**config.mk**
```make
export PLATFORM = sky130hd
export DESIGN_NAME = iommu_xlate
export DESIGN_NICKNAME = d
export VERILOG_FILES = /design/src/rtl/iommu_pkg.sv /design/src/rtl/iommu_regs.sv /design/src/rtl/iommu_tlb.sv /design/src/rtl/iommu_xlate.sv
export SDC_FILE = /design/constraint.sdc
export NUM_CORES = 1
export LEC_CHECK = 0
export BUFFER_PORTS_ARGS = -buffer_cell sky130_fd_sc_hd__buf_4
export CORE_MARGIN = 5
export CORE_UTILIZATION = 52
export DETAILED_ROUTE_END_ITERATION = 10
export GPL_ROUTABILITY_DRIVEN = 0
export PLACE_DENSITY_LB_ADDON = 0.3
export REMOVE_ABC_BUFFERS = 1
export SLEW_MARGIN = 0
export SYNTH_ARGS = -nofsm -noshare
export SYNTH_HDL_FRONTEND = slang
export SYNTH_SLANG_ARGS = --single-unit
```
**constraint.sdc**
```tcl
create_clock -name clk -period 3 [get_ports clk]
set_input_delay 0.6 -clock clk [delete_from_list [all_inputs] [get_ports clk]]
set_output_delay 0.6 -clock clk [all_outputs]
set_load 0.03 [all_outputs]
```
**src/rtl/iommu_pkg.sv**
```systemverilog
package iommu_pkg;
    localparam int VA_W       = 32;
    localparam int PA_W       = 40;
    localparam int PAGE_SHIFT = 12;
    localparam int RPN_W      = 20;
    localparam int SIZE_W     = 10;
    localparam int TLB_N      = 4;
    localparam int DATA_W     = 32;
    localparam int MA_W       = 32;

    localparam logic [1:0] REG_CTRL = 2'd0;
    localparam logic [1:0] REG_BASE = 2'd1;
    localparam logic [1:0] REG_SIZE = 2'd2;

    localparam int BIT_EN    = 31;
    localparam int BIT_FLUSH = 30;
    localparam int BIT_INV   = 29;
    localparam int BIT_PTE_V = 31;

    typedef enum logic {ST_IDLE, ST_WAIT} walk_state_e;
    typedef enum logic [1:0] {LK_ERR, LK_DONE, LK_WALK} lookup_e;

    function automatic logic pte_valid(input logic [DATA_W-1:0] w);
        return w[BIT_PTE_V];
    endfunction

    function automatic logic [RPN_W-1:0] pte_rpn(input logic [DATA_W-1:0] w);
        return w[RPN_W-1:0];
    endfunction
endpackage

```
**src/rtl/iommu_regs.sv**
```systemverilog
module iommu_regs
    import iommu_pkg::*;
#(
    parameter int IDX_W  = VA_W - PAGE_SHIFT,
    parameter int BASE_W = RPN_W,
    parameter int SZ_W   = SIZE_W
) (
    input  logic              clk,
    input  logic              rst,
    input  logic              reg_we,
    input  logic [1:0]        reg_addr,
    input  logic [DATA_W-1:0] reg_wdata,
    output logic [DATA_W-1:0] reg_rdata,
    output logic              en,
    output logic              flush_pend,
    output logic              inv_pend,
    output logic [IDX_W-1:0]  inv_idx,
    output logic [BASE_W-1:0] base,
    output logic [SZ_W-1:0]   size
);
    always_ff @(posedge clk) begin
        if (rst) begin
            en         <= 1'b0;
            flush_pend <= 1'b0;
            inv_pend   <= 1'b0;
            inv_idx    <= '0;
            base       <= '0;
            size       <= '0;
        end else begin
            if (flush_pend) flush_pend <= 1'b0;
            if (inv_pend)   inv_pend   <= 1'b0;
            if (reg_we) begin
                case (reg_addr)
                    REG_CTRL: begin
                        en <= reg_wdata[BIT_EN];
                        if (reg_wdata[BIT_FLUSH]) flush_pend <= 1'b1;
                        if (reg_wdata[BIT_INV]) begin
                            inv_pend <= 1'b1;
                            inv_idx  <= reg_wdata[IDX_W-1:0];
                        end
                    end
                    REG_BASE: base <= reg_wdata[BASE_W-1:0];
                    REG_SIZE: size <= reg_wdata[SZ_W-1:0];
                    default: ;
                endcase
            end
        end
    end

    always_comb begin
        case (reg_addr)
            REG_CTRL: reg_rdata = {en, flush_pend, inv_pend, {(DATA_W-3){1'b0}}};
            REG_BASE: reg_rdata = DATA_W'(base);
            REG_SIZE: reg_rdata = DATA_W'(size);
            default:  reg_rdata = '0;
        endcase
    end

    // a pending flush that is not rewritten is gone one cycle later
    p_flush_selfclear_r9: assert property (@(posedge clk) disable iff (rst)
        (flush_pend && !(reg_we && reg_addr == REG_CTRL && reg_wdata[BIT_FLUSH])) |=> !flush_pend);
    // same for the single-entry command
    p_inv_selfclear_r10: assert property (@(posedge clk) disable iff (rst)
        (inv_pend && !(reg_we && reg_addr == REG_CTRL && reg_wdata[BIT_INV])) |=> !inv_pend);
endmodule

```
**src/rtl/iommu_tlb.sv**
```systemverilog
module iommu_tlb
    import iommu_pkg::*;
#(
    parameter int N     = TLB_N,
    parameter int IDX_W = VA_W - PAGE_SHIFT,
    parameter int RW    = RPN_W
) (
    input  logic             clk,
    input  logic             rst,
    input  logic [IDX_W-1:0] lk_idx,
    output logic             hit,
    output logic [RW-1:0]    hit_rpn,
    input  logic             fill_en,
    input  logic [IDX_W-1:0] fill_idx,
    input  logic [RW-1:0]    fill_rpn,
    input  logic             flush,
    input  logic             inv_en,
    input  logic [IDX_W-1:0] inv_idx
);
    localparam int PTR_W = (N > 1) ? $clog2(N) : 1;

    logic [N-1:0]     vld, vld_next, hit_vec, inv_vec;
    logic [IDX_W-1:0] tag [N];
    logic [RW-1:0]    rpn [N];
    logic [PTR_W-1:0] ptr;
    logic             fill_ok;

    generate
        for (genvar i = 0; i < N; i++) begin : g_ent
            assign hit_vec[i] = vld[i] && (tag[i] == lk_idx);
            assign inv_vec[i] = vld[i] && (tag[i] == inv_idx);
        end
    endgenerate

    always_comb begin
        hit_rpn = '0;
        for (int i = 0; i < N; i++)
            if (hit_vec[i]) hit_rpn = hit_rpn | rpn[i];
    end
    assign hit = |hit_vec;

    assign fill_ok = fill_en && !flush && !(inv_en && inv_idx == fill_idx);

    always_comb begin
        vld_next = vld;
        if (inv_en) vld_next = vld_next & ~inv_vec;
        if (fill_ok) vld_next[ptr] = 1'b1;
        if (flush) vld_next = '0;
    end

    always_ff @(posedge clk) begin
        if (rst) begin
            vld <= '0;
            ptr <= '0;
        end else begin
            vld <= vld_next;
            if (fill_ok) ptr <= (ptr == PTR_W'(N-1)) ? '0 : ptr + 1'b1;
        end
    end

    always_ff @(posedge clk) begin
        if (fill_ok) begin
            tag[ptr] <= fill_idx;
            rpn[ptr] <= fill_rpn;
        end
    end

    // tags stay unique, so at most one entry matches
    p_hit_unique_r8: assert property (@(posedge clk) disable iff (rst) $onehot0(hit_vec));
    // a flush leaves nothing cached
    p_flush_empties_r9: assert property (@(posedge clk) disable iff (rst) flush |=> (vld == '0));
endmodule

```
**src/rtl/iommu_xlate.sv**
```systemverilog
module iommu_xlate
    import iommu_pkg::*;
#(
    parameter int VW    = VA_W,
    parameter int PW    = PA_W,
    parameter int PSH   = PAGE_SHIFT,
    parameter int RW    = RPN_W,
    parameter int SW    = SIZE_W,
    parameter int NENT  = TLB_N,
    parameter int DW    = DATA_W,
    parameter int AW    = MA_W
) (
    input  logic          clk,
    input  logic          rst,
    input  logic          reg_we,
    input  logic [1:0]    reg_addr,
    input  logic [DW-1:0] reg_wdata,
    output logic [DW-1:0] reg_rdata,
    input  logic          req_valid,
    output logic          req_ready,
    input  logic [PW-1:0] req_addr,
    input  logic          req_bypass,
    output logic          rsp_valid,
    output logic          rsp_err,
    output logic [PW-1:0] rsp_addr,
    output logic          mem_req,
    output logic [AW-1:0] mem_addr,
    input  logic          mem_rvalid,
    input  logic [DW-1:0] mem_rdata
);
    localparam int IDX_W     = VW - PSH;
    localparam int ENT_SHIFT = PSH - 2;

    logic              en, flush_pend, inv_pend;
    logic [IDX_W-1:0]  inv_idx, idx, cur_idx;
    logic [RW-1:0]     base, hit_rpn;
    logic [SW-1:0]     size;
    logic [IDX_W:0]    lim;
    logic [PSH-1:0]    cur_off;
    logic              hit, in_range, hi_zero, byp_win, accept, fill_en;
    walk_state_e       state;
    lookup_e           lk;

    iommu_regs #(.IDX_W(IDX_W), .BASE_W(RW), .SZ_W(SW)) u_regs (
        .clk(clk), .rst(rst), .reg_we(reg_we), .reg_addr(reg_addr),
        .reg_wdata(reg_wdata), .reg_rdata(reg_rdata), .en(en),
        .flush_pend(flush_pend), .inv_pend(inv_pend), .inv_idx(inv_idx),
        .base(base), .size(size)
    );

    assign idx      = req_addr[PSH +: IDX_W];
    assign lim      = (IDX_W+1)'(size) << ENT_SHIFT;
    assign in_range = {1'b0, idx} < lim;
    assign hi_zero  = (req_addr[PW-1:VW] == '0);
    assign byp_win  = req_bypass && req_addr[PW-1];
    assign req_ready = (state == ST_IDLE) && !flush_pend && !inv_pend;
    assign accept   = req_valid && req_ready;
    assign fill_en  = (state == ST_WAIT) && mem_rvalid && pte_valid(mem_rdata);

    iommu_tlb #(.N(NENT), .IDX_W(IDX_W), .RW(RW)) u_tlb (
        .clk(clk), .rst(rst), .lk_idx(idx), .hit(hit), .hit_rpn(hit_rpn),
        .fill_en(fill_en), .fill_idx(cur_idx), .fill_rpn(pte_rpn(mem_rdata)),
        .flush(flush_pend), .inv_en(inv_pend), .inv_idx(inv_idx)
    );

    always_comb begin
        if (!en)                   lk = LK_ERR;
        else if (byp_win)          lk = LK_DONE;
        else if (!hi_zero)         lk = LK_ERR;
        else if (!in_range)        lk = LK_ERR;
        else if (hit)              lk = LK_DONE;
        else                       lk = LK_WALK;
    end

    always_ff @(posedge clk) begin
        if (rst) begin
            state     <= ST_IDLE;
            rsp_valid <= 1'b0;
            rsp_err   <= 1'b0;
            rsp_addr  <= '0;
            mem_req   <= 1'b0;
            mem_addr  <= '0;
            cur_idx   <= '0;
            cur_off   <= '0;
        end else begin
            rsp_valid <= 1'b0;
            mem_req   <= 1'b0;
            if (state == ST_IDLE) begin
                if (accept) begin
                    case (lk)
                        LK_ERR: begin
                            rsp_valid <= 1'b1;
                            rsp_err   <= 1'b1;
                            rsp_addr  <= '0;
                        end
                        LK_DONE: begin
                            rsp_valid <= 1'b1;
                            rsp_err   <= 1'b0;
                            rsp_addr  <= byp_win ? {1'b0, req_addr[PW-2:0]}
                                                 : PW'({hit_rpn, req_addr[PSH-1:0]});
                        end
                        default: begin
                            state    <= ST_WAIT;
                            mem_req  <= 1'b1;
                            mem_addr <= AW'({base, {PSH{1'b0}}}) + AW'({idx, 2'b00});
                            cur_idx  <= idx;
                            cur_off  <= req_addr[PSH-1:0];
                        end
                    endcase
                end
            end else if (mem_rvalid) begin
                state     <= ST_IDLE;
                rsp_valid <= 1'b1;
                rsp_err   <= !pte_valid(mem_rdata);
                rsp_addr  <= pte_valid(mem_rdata) ? PW'({pte_rpn(mem_rdata), cur_off}) : '0;
            end
        end
    end

    // no table read is started by a disabled unit
    p_no_walk_disabled_r2: assert property (@(posedge clk) disable iff (rst)
        mem_req |-> $past(en));
    // an error response never carries an address
    p_err_no_addr_r5: assert property (@(posedge clk) disable iff (rst)
        (rsp_valid && rsp_err) |-> (rsp_addr == '0));
    // nothing is accepted while a walk is outstanding
    p_busy_not_ready_r12: assert property (@(posedge clk) disable iff (rst)
        (state == ST_WAIT) |-> !req_ready);
    // a read pulse is followed by the waiting state
    p_walk_waits_r3: assert property (@(posedge clk) disable iff (rst)
        mem_req |-> (state == ST_WAIT && !rsp_valid));
endmodule

```
Word level (Yosys, flattened, before mapping)
Memory sizes are Yosys's and may differ from the RTL's.
Cells that the tools add are included.
{ "totals": {"regBits": 167, "latch_bits": 0, "ramBits": 160, "mem_bits_ro": 0, "in_bits": 112, "output_inout_bits": 108, "word_cells": 122, "mem_count": 2} }
{ "memory_table": {"columns": ["memory", "words", "word_bits", "rd", "rd_clocked_by_memory_dff", "write_ports", "line", "source"], "rows": [
  ["u_tlb.rpn", 4, 20, 4, 0, 1, "iommu_tlb.sv:24", "logic [RW-1:0] rpn [N];"],
  ["u_tlb.tag", 4, 20, 4, 0, 1, "iommu_tlb.sv:23", "logic [IDX_W-1:0] tag [N];"]
]} }
{ "classes": {"add_sub_neg": 2, "multipliers": 0, "n_div": 0, "magnitude_cmp": 3, "n_eq_ne": 14, "shifts": 0, "muxes": 37, "n_bitwise": 10, "reduce_logical": 38} }
{ "op_table": {"columns": ["op", "n"], "rows": [
  ["20-bit equality test", 9],
  ["40-bit two-way mux", 3],
  ["32-bit one-hot mux with 3 select lines", 1],
  ["20-bit two-way mux", 4],
  ["40-bit one-hot mux with 2 select lines", 1],
  ["20-bit OR", 3],
  ["39-bit two-way mux", 1],
  ["32-bit by 22-bit adder with 32-bit output", 1],
  ["32-bit two-way mux", 1],
  ["20-bit < comparator", 1],
  ["1-bit logical AND", 18],
  ["1-bit two-way mux", 16],
  ["2-bit two-way mux", 6],
  ["3-bit AND reduction", 3],
  ["8-bit zero test", 1],
  ["4-bit two-way mux", 2],
  ["2-bit AND reduction", 3],
  ["2-bit OR reduction", 3],
  ["4-bit AND", 1],
  ["2-bit by 1-bit equality test with 1-bit output, second input constant", 2],
  ["2-bit equality test, second input constant", 2],
  ["1-bit zero test", 4],
  ["2-bit zero test", 2],
  ["1-bit NOT", 4],
  ["other kinds (12)", 12]
]} }

Longest topological paths before layout
Gate-level depths: netlist (run 1).
An unclocked memory read counts as a cell.
{ "logic_depth": {"depth_word": 14, "ltp_mapped": 11, "mapped_depth_nobuf": 10} }

Modules after synthesis
A second synthesis (run 1) with hierarchy kept.
{ "unflattened": {"cells_unflattened": 1420, "hier_area_um2": 15860.2} }
{ "modules_own_cells": {"columns": ["module", "instances", "cells_per_inst", "area_each_um2", "seq_area_each_um2"], "rows": [
  ["iommu_tlb", 1, 596, 8105.3, 4924.7],
  ["iommu_xlate", 1, 588, 5303.8, 1901.8],
  ["iommu_regs", 1, 236, 2451.1, 1061.0]
]} }

Least setup slack after synthesis (run 1)
OpenSTA, ideal clock, no wires.
{ "synth_path": {"path_kind": "input port to flip-flop", "startpoint": "in mem_rdata[31]", "endpoint": "mem u_tlb.rpn[0][0] (netlist name) (enable)", "setup_ns": 0.401, "arrival_time_ns": 2.499, "t_required_ns": 2.599, "path_slack_ns": 0.100, "cell_stages": 5, "n_path_buf": 2, "path_cell_list": "and2_1 clkbuf_1 nor4bb_1 clkbuf_1 and2_1"} }
{ "synth_between": {"elab_chain_len": 5} }
{ "synth_lines": {"columns": ["item", "line", "source"], "rows": [
  ["start: declaration", "iommu_xlate.sv:29", "input logic [DW-1:0] mem_rdata"],
  ["1-bit logical AND", "iommu_xlate.sv:58", "assign fill_en = (state == ST_WAIT) && mem_rvalid && pte_valid(mem_rdata);"],
  ["1-bit logical AND (2 in series)", "iommu_tlb.sv:42", "assign fill_ok = fill_en && !flush && !(inv_en && inv_idx == fill_idx);"],
  ["1-bit two-way mux", "iommu_tlb.sv:62", "if (fill_ok) begin"],
  ["1-bit two-way mux (not written as such)", "iommu_tlb.sv:64", "rpn[ptr] <= fill_rpn;"],
  ["end: declaration", "iommu_tlb.sv:24", null]
]} }
No other way between the ends.

Worst setup path after layout (run 1)
{ "layout_path": {"startpoint": "reg u_regs.size[5]", "endpoint": "reg rsp_addr[16]"} }
{ "layout_between": {"elab_chain_len": 9, "word_cells_on_any_way": 12, "cone_classes": "order compare: 1; eq/ne: 1; mux: 7; reduce/logical: 3"} }
{ "layout_lines": {"columns": ["item", "line", "source"], "rows": [
  ["start: declaration", "iommu_regs.sv:19", "output logic [SZ_W-1:0] size"],
  ["start signal: assignment", "iommu_regs.sv:43", "REG_SIZE: size <= reg_wdata[SZ_W-1:0];"],
  ["20-bit < comparator (*)", "iommu_xlate.sv:53", "assign in_range = {1'b0, idx} < lim;"],
  ["2-bit two-way mux (*)", "iommu_xlate.sv:70", "else if (!in_range) lk = LK_ERR;"],
  ["2-bit two-way mux (*)", "iommu_xlate.sv:69", "else if (!hi_zero) lk = LK_ERR;"],
  ["2-bit two-way mux (*)", "iommu_xlate.sv:68", "else if (byp_win) lk = LK_DONE;"],
  ["2-bit two-way mux (*)", "iommu_xlate.sv:67", "if (!en) lk = LK_ERR;"],
  ["2-bit by 1-bit equality test with 1-bit output / 2-bit zero test (equally long branches)", "iommu_xlate.sv:90", "case (lk)"],
  ["40-bit one-hot mux with 2 select lines", "iommu_xlate.sv:90", null],
  ["40-bit two-way mux", "iommu_xlate.sv:89", "if (accept) begin"],
  ["40-bit two-way mux", "iommu_xlate.sv:88", "if (state == ST_IDLE) begin"],
  ["end signal: assignment", "iommu_xlate.sv:99", "rsp_addr <= byp_win ? {1'b0, req_addr[PW-2:0]}"],
  ["end signal: assignment", "iommu_xlate.sv:115", "rsp_addr <= pte_valid(mem_rdata) ? PW'({pte_rpn(mem_rdata), cur_off}) : '0;"],
  ["end: declaration", "iommu_xlate.sv:25", "output logic [PW-1:0] rsp_addr,"]
]} }
Mark *: on every way between the ends. The rest lies on a longest branch, timed or not. The select of a mux whose other input is x is not followed.
A chain may end at the register's enable or synchronous reset.

==> flow_summary.toml, run 1 <==
[cts]
cts_setup_buffers = 0
postCtsHoldBufs = 0
clock_tree.buffer_depth = 3
clk_pin_slew_worst_paths_ns = 0.06
cts_buffers = 36
clock_sinks = 314
cts_root_buf = "clkbuf_16"
htreeDepth = 2
cts_tree = "yes"
clk_latency_ns = 0.52

[layout]
final_cells = 2154
final_cell_area_um2 = 18990
fin_nets = 1873
n_fill_cell = 2365
regArea_um2 = 7888
multi_input_comb_area_um2 = 6994
antenna_cells = 0
layout-drive-gt1-share_pct = 23.07
area_growth_pct = 21.71

[synthesis]
synth_cells = 1542
ys.flop_type = "edfxtp_1"
synth-seq-cells = 314
synth_cell_types = 59
yosys_warnings = 0
synth_area_um2 = 15600
async_reset_ff_share_pct = 0
ys_seq_area_share_pct = 50.56
synth_area_per_cell_um2 = 10.12
synth_edf_count = 160

[global_routing]
grt_usage_pct = 28.30
grt_pass1_vias = 13031
grt_pass1_wl_um = 74620
grt_max_degree = 65
antenna_found_initial = 0
overflow = 0

[floorplan]
coreArea_um2 = 29640
boundaryPins = 220
dieArea_um2 = 33560
rows = 63
start_util_pct = 52.63
die_y_um = 183.2
die_x_um = 183.2

[setup_path]
timing.rr.start = "u_regs.size[5]"
worstSetupEndpointType = "flip-flop"
arrival_ns = 3.30
start_kind = "flip-flop"
crit_type = "flip-flop to flip-flop"
required_ns = 3.43
r2r_cells = 10
crit_path_max_fanout = 22
startpoint = "u_regs.size[5]"

[placed_design]
io_buffers = 187
post-place-ws_ns = -0.2805
dpl.hpwl_um = 34440
placedCellCount = 2089
postPlaceCellArea_um2 = 17820

[flow_run]
timing.max_cap.violations = 0

[status]
outcome = "complete, no violations"

[sta]
final_hold_viol_count = 0
finClkSkew_ns = 0.01991
timing.final.crit_share_pct = 95.86
finalMaxSlewViolations = 0
maxSlewHeadroom_pct = 44.21
finalSetupViolations = 0
rsz0062_at_grt = "yes"
setup_slack_ns = 0.1241
totalNegativeSetupSlack_ns = 0
fmax_ghz = 0.3477
worst_slew_pin_slew_ns = 0.8250
period_minus_slack_ns = 2.876

[drt]
drt-pass1-iter-count = 7
drc = 0
initialDrtViolationCount = 1255
wl_per_cell_um = 22.66
wirelength_um = 48820
postRouteAntennaNets = 0
via_per_inst = 6.104
vias = 13149

[power_and_ir_drop]
max-vdd-ir-drop_uv = 470.6
power.total_mw = 9.700
power_density_nw_per_um2 = 510.9
power_leakage_nw = 6.814

[hold_path]
worstHoldPathCells = 1
holdCritStartpoint = "mem_rdata[0]"
hp-class = "input pin to flip-flop"
registers in the layout, summed over array words and instances, names as in the netlist, 2 cells and up:
signal          count
u_tlb.rpn          80
rsp_addr           39
u_tlb.tag          80
u_regs.base        20
u_tlb.vld           4
cur_idx            20
cur_off            12
mem_addr           20
u_regs.size        10
u_regs.inv_idx     20
u_tlb.ptr           2
cells in the mapped netlist (3+ instances only):
cell type	n	area share (%)
and4_1	7	0.39
nand3_1	23	0.74
buf_6	5	0.36
nor4_1	34	1.4
ha_1	23	1.8
o211ai_1	8	0.39
nand2_1	288	6.9
xnor2_1	97	5.4
o21ai_1	13	0.42
nand4_1	29	1.2
and2_1	23	0.92
a211oi_1	7	0.34
inv_1	18	0.43
nand2b_1	6	0.24
nor4b_1	8	0.45
a22o_1	10	0.56
clkbuf_1	97	2.3
a311oi_1	12	0.67
a21o_1	3	0.14
nor2_1	17	0.41
and4b_1	5	0.32
a22oi_1	4	0.19
o21ai_0	9	0.29
nor3_1	91	2.9
a21oi_1	122	3.9
xor2_1	94	5.3
o21bai_1	7	0.34
buf_2	27	0.87
a221o_1	40	2.6
dfxtp_1	154	20
buf_4	22	1.1
o221ai_2	20	1.9
edfxtp_1	160	31
a311oi_2	20	1.9
nor3b_1	3	0.14
nor2b_1	3	0.12
layout by cell type (no fill, tap or decap), types with 18 or more instances in the layout:
master,synthesis,layout
a311oi_2,20,20
nand4_1,29,29
nor3_1,91,90
clkbuf_16,0,38
dfxtp_1,154,154
buf_4,22,284
and2_1,23,19
a221o_1,40,40
ha_1,23,23
nand2_1,288,288
o221ai_2,20,20
edfxtp_1,160,160
nor4_1,34,33
xor2_1,94,94
xnor2_1,97,97
inv_1,18,18
nand3_1,23,23
a21oi_1,122,122
final cells by class:
cell class	instances	share of cell area (%)
clock buffer	55	5.450
clock inverter	10	0.5865
inverter	18	0.3558
multi-input combinational	1069	36.84
sequential	314	41.54
tap	390	2.570
timing repair buffer	298	12.66
per-stage QoR:
stage          hold WS, ns  util [%]
6_report            0.2953     64.06
5_1_grt             0.2873     64.06
4_1_cts             0.2852     64.03
3_5_place_dp        0.4432     60.14
3_3_place_gp        0.4385     60.14
2_1_floorplan       0.4260         -
worst max-delay path: stages (launching register included):
cell      delay, ns
dfxtp_1        0.36
inv_1          0.06
ha_1           0.30
and4_1         0.22
a21oi_1        0.12
o31ai_1        0.16
or4_1          0.56
a221oi_4       0.35
buf_12         0.24
o221ai_2       0.12
a311oi_2       0.28
per-layer routing:
layer | track usage, % | routed length (µm) | vias to the layer above
met3 | 5.415 | 4791 | 177
met2 | 46.53 | 23020 | 751
met5 | 0 | 0 | -
met4 | 13.14 | 2643 | 0
met1 | 36.32 | 18360 | 6315
li1 | - | - | 5906
power by group:
| part | switching (mW) | internal [mW] | leakage, nW |
|---|---|---|---|
| sequential | 0.0372 | 4.53 | 2.71 |
| clock | 1.71 | 2.56 | 0.554 |
| combinational | 0.532 | 0.328 | 3.55 |
path summary, 6_finish.rpt:
kind	endpoint	slack [ns]
min	u_tlb.rpn[1][0]	0.30
max	rsp_addr[16]	0.12
min reg2reg	mem_addr[16]	0.45
max reg2reg	rsp_addr[16]	0.12
cells by family (layout without fill, tap and decap cells):
logic type,after synthesis,after routing,synth area share [%]
buffers and inverters,170,381,5.077
adders and majority gates,24,24,1.973
other,1,12,0.02404
xor gates and xnor gates,191,191,10.72
and+or+nand+nor,552,552,16.93
muxes,2,2,0.1283
AOI/OAI and AO/OA,288,288,14.58
DFF,314,314,50.56
timing repair:
| action | 4_1_cts | 5_1_grt |
|---|---|---|
| gates resized for setup | 1 | 2 |
| cloned | 0 | 0 |
| setup endpoints to repair | 48 | 55 |
(Power assumes the default switching activity.)
==> run 2, diff against run 1 <==
--- a/config.mk
+++ b/config.mk
@@ -7,7 +7,7 @@
 export LEC_CHECK = 0
 export BUFFER_PORTS_ARGS = -buffer_cell sky130_fd_sc_hd__buf_4
 export CORE_MARGIN = 5
-export CORE_UTILIZATION = 52
+export CORE_UTILIZATION = 50
 export DETAILED_ROUTE_END_ITERATION = 10
 export GPL_ROUTABILITY_DRIVEN = 0
 export PLACE_DENSITY_LB_ADDON = 0.3
==> run 2 against run 1 <==
First-iteration DRC count is 8.9% higher. Cell count up 0.60%. Via count increased by 1.1%. Die area grew 3.8%. Largest cell class unchanged. Non-clock buffer count increased by 12. Cell area up 1.3%. Sequential power about the same.
==> flow_summary.toml, run 2 (same netlist as run 1, synthesis figures left out) <==
[status]
outcome = "complete, no violations"

[global_routing]
grt_usage_pct = 27.23
overflow = 0
grt_pass1_vias = 13027
antenna_found_initial = 0
grt_pass1_wl_um = 75600
grt_max_degree = 41

[layout]
final_common_cell = "buf_4"
final_cells = 2167
final_cell_mix = "buf_4, nand2_1, edfxtp_1"
multi_input_comb_area_um2 = 7049
reg_top3 = "u_tlb.rpn: 80 flops, u_tlb.tag: 80 flops, rsp_addr: 39 flops"
area_growth_pct = 23.27
regArea_um2 = 7893
fin_nets = 1884
layout-drive-gt1-share_pct = 24.56
final_cell_area_um2 = 19230
antenna_cells = 0
n_fill_cell = 2452

[floorplan]
rows = 64
die_y_um = 186.6
boundaryPins = 220
start_util_pct = 50.86
coreArea_um2 = 30670
die_x_um = 186.6
dieArea_um2 = 34830

[placed_design]
io_buffers = 187
dpl.hpwl_um = 35490
placedCellCount = 2100
post-place-ws_ns = -0.3464
postPlaceCellArea_um2 = 17910

[sta]
fmax_ghz = 0.3407
finalSetupViolations = 0
period_minus_slack_ns = 2.935
worst_slew_pin_slew_ns = 0.8054
maxSlewHeadroom_pct = 45.54
setup_slack_ns = 0.06501
final_hold_viol_count = 0
finalMaxSlewViolations = 0
rsz0062_at_grt = "yes"
finClkSkew_ns = 0.01683
totalNegativeSetupSlack_ns = 0
timing.final.crit_share_pct = 97.83
hold-worst-slack_ns = 0.2977

[setup_path]
worstSetupEndpointType = "flip-flop"
crit_path_max_fanout = 5
crit_type = "flip-flop to flip-flop"
arrival_ns = 3.35
timing.rr.start = "u_regs.size[5]"
r2r_cells = 13
start_kind = "flip-flop"
required_ns = 3.42
reg2reg_slack_ns = 0.07
r2r_end = "rsp_addr[12]"

[cts]
clk_latency_ns = 0.51
cts_buffers = 35
clk_pin_slew_worst_paths_ns = 0.06
cts_tree = "yes"
cts_root_buf = "clkbuf_16"
clock_tree.buffer_depth = 3
htreeDepth = 2
clock_sinks = 314
postCtsHoldBufs = 0

[drt]
wirelength_um = 50080
wl_per_cell_um = 23.11
postRouteAntennaNets = 0
initialDrtViolationCount = 1367
via_per_inst = 6.132
drc = 0
vias = 13289
drt-pass1-iter-count = 5

[hold_path]
whs_endpoint = "u_tlb.rpn[0][11]"
holdCritStartpoint = "mem_rdata[11]"
hp-class = "input pin to flip-flop"
worstHoldPathCells = 1

[flow_run]
timing.max_cap.violations = 0

[power_and_ir_drop]
power_density_nw_per_um2 = 507.6
power_leakage_nw = 6.925
max-vdd-ir-drop_uv = 505.9
-- run 2: changes by cell type in the layout (fill, tap and decap cells not counted), moves of 2 or more --
cell       previous run  this run
buf_4               284       291
dfxtp_1             154       150
buf_12               13        16
clkbuf_1             15         7
clkinv_1              2         0
ha_4                  0         2
ha_1                 23        21
dfxtp_2               0         4
clkbuf_16            38        40
inv_4                 0         4
-- run 2: worst max-delay path, stage by stage (launching register included) --
cell,delay (ns)
dfxtp_2,0.35
inv_2,0.06
ha_4,0.22
and4_1,0.21
a21oi_2,0.17
o31ai_4,0.12
buf_4,0.17
or4_4,0.50
a221oi_4,0.32
buf_6,0.17
buf_16,0.12
buf_4,0.11
o221ai_2,0.08
a311oi_2,0.26
-- run 2: cell type report --
type / instances / share of cell area (%)
sequential: 314 / 41.04
multi-input combinational: 1069 / 36.66
timing repair buffer: 310 / 13.36
clock buffer: 49 / 5.427
tap: 396 / 2.577
clock inverter: 11 / 0.5856
inverter: 18 / 0.3514
-- run 2: metal layers --
metal	wire length, µm	part of all wire [%]	track usage (%)
met1	19050	38	35.07
met2	23600	47	44.76
met5	0	0	0
met4	2208	4.4	11.29
met3	5218	10	5.811
-- run 2: worst max path at each step --
stage	startpoint	endpoint	slack, ns
global placement	req_addr[28]	rsp_addr[2]	-0.34
finish	u_regs.size[5]	rsp_addr[12]	0.07
global route	u_regs.size[6]	rsp_addr[7]	-0.04
floorplan	req_bypass	rsp_addr[12]	-2.30
detailed placement	req_addr[28]	rsp_addr[0]	-0.35
CTS	u_regs.size[5]	rsp_addr[12]	0.009
-- run 2: stage by stage --
step	power (mW)	util, %
floorplan	5.053	-
global placement	5.498	58.39
detailed placement	5.512	58.39
CTS	9.775	62.38
global route	10.03	62.70
finish	9.762	62.70
-- run 2: power by group --
group	internal, mW	switching (mW)	leakage (nW)	total [mW]
clock network	2.60	1.70	0.572	4.30
logic	0.341	0.543	3.64	0.885
registers	4.53	0.0403	2.71	4.57
-- run 2: timing repair --
item | in CTS | in global routing
gates resized for setup | 6 | 11
pin swaps | 1 | 6
cloned | 1 | 1
setup buffers | 3 | 2
setup endpoints to repair | 24 | 190
==> run 3, diff against run 2 <==
--- a/config.mk
+++ b/config.mk
@@ -6,6 +6,7 @@
 export NUM_CORES = 1
 export LEC_CHECK = 0
 export BUFFER_PORTS_ARGS = -buffer_cell sky130_fd_sc_hd__buf_4
+export CORE_ASPECT_RATIO = 1.2
 export CORE_MARGIN = 5
 export CORE_UTILIZATION = 50
 export DETAILED_ROUTE_END_ITERATION = 10
==> run 3 against run 2 <==
Cell count decreased by 0.78%. Via count decreased by 3.0%. Cell area decreased by 0.90%. Largest cell class unchanged.
==> flow_summary.toml, run 3 (same netlist as run 1, synthesis figures left out) <==
[status]
outcome = "complete, no violations"

[setup_path]
worstSetupEndpointType = "flip-flop"
cpMostUsedCell = "nor4_1"
arrival_ns = 3.21
worstPathCellList = "xor2_1 -> nor4_1 -> nand4_1 -> nor4_1 -> nor4bb_2 -> and2_2 -> buf_12"
start_kind = "flip-flop"
cpMaxStageDelayCell = "nor4_1"
reg2reg_slack_ns = 0.04
slowest_delay_ns = 0.74
critPathTopFamily = "simple AND/OR/NAND/NOR gates"
required_ns = 3.26
critPathBufInv = 1
startpoint = "cur_idx[7]"
crit_type = "flip-flop to flip-flop"
timing.rr.start = "cur_idx[7]"
crit_path_max_fanout = 40

[sta]
finClkSkew_ns = 0.02618
setup_slack_ns = 0.04284
period_minus_slack_ns = 2.957
rsz0062_at_grt = "no"
timing.final.crit_share_pct = 98.57
maxSlewHeadroom_pct = 42.09
final_hold_viol_count = 0
finalMaxSlewViolations = 0
worst_slew_pin_slew_ns = 0.8686
hold-worst-slack_ns = 0.2789
finalSetupViolations = 0
fmax_ghz = 0.3382

[placed_design]
dpl.hpwl_um = 34350
postPlaceCellArea_um2 = 17780
placedCellCount = 2087
post-place-ws_ns = -0.2159
io_buffers = 187

[global_routing]
grt_usage_pct = 27.15
grt_max_degree = 85
antenna_found_initial = 0
overflow = 0
grt_pass1_vias = 13181
grt_pass1_wl_um = 73850

[hold_path]
hp-class = "input pin to flip-flop"
holdCritStartpoint = "mem_rdata[7]"

[flow_run]
timing.max_cap.violations = 0

[cts]
cts_setup_buffers = 0
postCtsHoldBufs = 0
htreeDepth = 2
clock_tree.buffer_depth = 3
clk_pin_slew_worst_paths_ns = 0.06
cts_tree = "yes"
post_cts_resized = 0
cts_root_buf = "clkbuf_16"
clock_sinks = 314
clk_latency_ns = 0.54
cts_buffers = 35

[floorplan]
die_x_um = 171.2
coreArea_um2 = 30650
rows = 70
boundaryPins = 220
dieArea_um2 = 34850
start_util_pct = 50.89
die_y_um = 203.5

[layout]
final_cells = 2150
final_cell_area_um2 = 19060
final_common_cell = "nand2_1"
fin_nets = 1864
layout-drive-gt1-share_pct = 23.32
reg_top3 = "u_tlb.rpn: 80 flops, u_tlb.tag: 80 flops, rsp_addr: 39 flops"
area_growth_pct = 22.15
antenna_cells = 0
final_cell_mix = "nand2_1, buf_4, edfxtp_1"

[power_and_ir_drop]
power_leakage_nw = 6.837
power_density_nw_per_um2 = 526.8
power.total_mw = 10.04
max-vdd-ir-drop_uv = 547.0

[drt]
wl_met3_um = 3963
postRouteAntennaNets = 0
wirelength_um = 48570
wl_per_cell_um = 22.59
drc = 0
met2WireLength_um = 23790
wl_met1_um = 17990
top_layer = "met4"
initialDrtViolationCount = 1352
drt-pass1-iter-count = 5
via_per_inst = 5.998
vias = 12896
==> run 3: cell count changes in the layout (fill, tap and decap cells not counted), sizes merged <==
cell      before  now
buf          309  290
bufinv         2    5
clkbuf        50   46
clkinv         4    9
clkinvlp       1    2
inv           22   19
==> run 3: worst reg2reg max path, stage by stage, from the launching register on <==
cell and delay (ns):
dfxtp_1 0.33, xor2_1 0.16, nor4_1 0.74, nand4_1 0.17, nor4_1 0.58, nor4bb_2 0.21, and2_2 0.27, buf_12 0.20
==> run 3: metal layers <==
layer	global-route usage, %	vias up
li1	-	5893
met1	32.79	6103
met2	46.73	716
met3	4.285	184
met4	13.70	0
met5	0	-
==> run 3: area by class of cell <==
class / count / area [µm²]
sequential: 314 / 7888
inverter: 18 / 67.56
tap: 396 / 495.5
multi-input combinational: 1069 / 7003
timing repair buffer: 290 / 2360
fill: 2530 / 11600
clock inverter: 17 / 232.7
clock buffer: 46 / 1010
==> run 3: where the power goes <==
part	internal (mW)	switching (mW)	leakage [nW]
registers	4.53	0.0371	2.71
logic	0.327	0.528	3.52
clock network	2.82	1.80	0.608
==> run 3: worst paths after layout <==
kind	endpoint	cells past startpoint
max	u_tlb.tag[1][3]	7
min	u_tlb.rpn[3][7]	1
max reg2reg	u_tlb.tag[1][3]	7
min reg2reg	mem_addr[14]	2
==> run 3: stage by stage <==
| step | utilization (%) | setup TNS, ns |
|---|---|---|
| after floorplan | - | -234.37 |
| after global placement | 58.02 | -7.905 |
| after detailed placement | 58.02 | -8.126 |
| after CTS | 62.07 | 0 |
| after global routing | 62.16 | 0 |
| final | 62.16 | 0 |
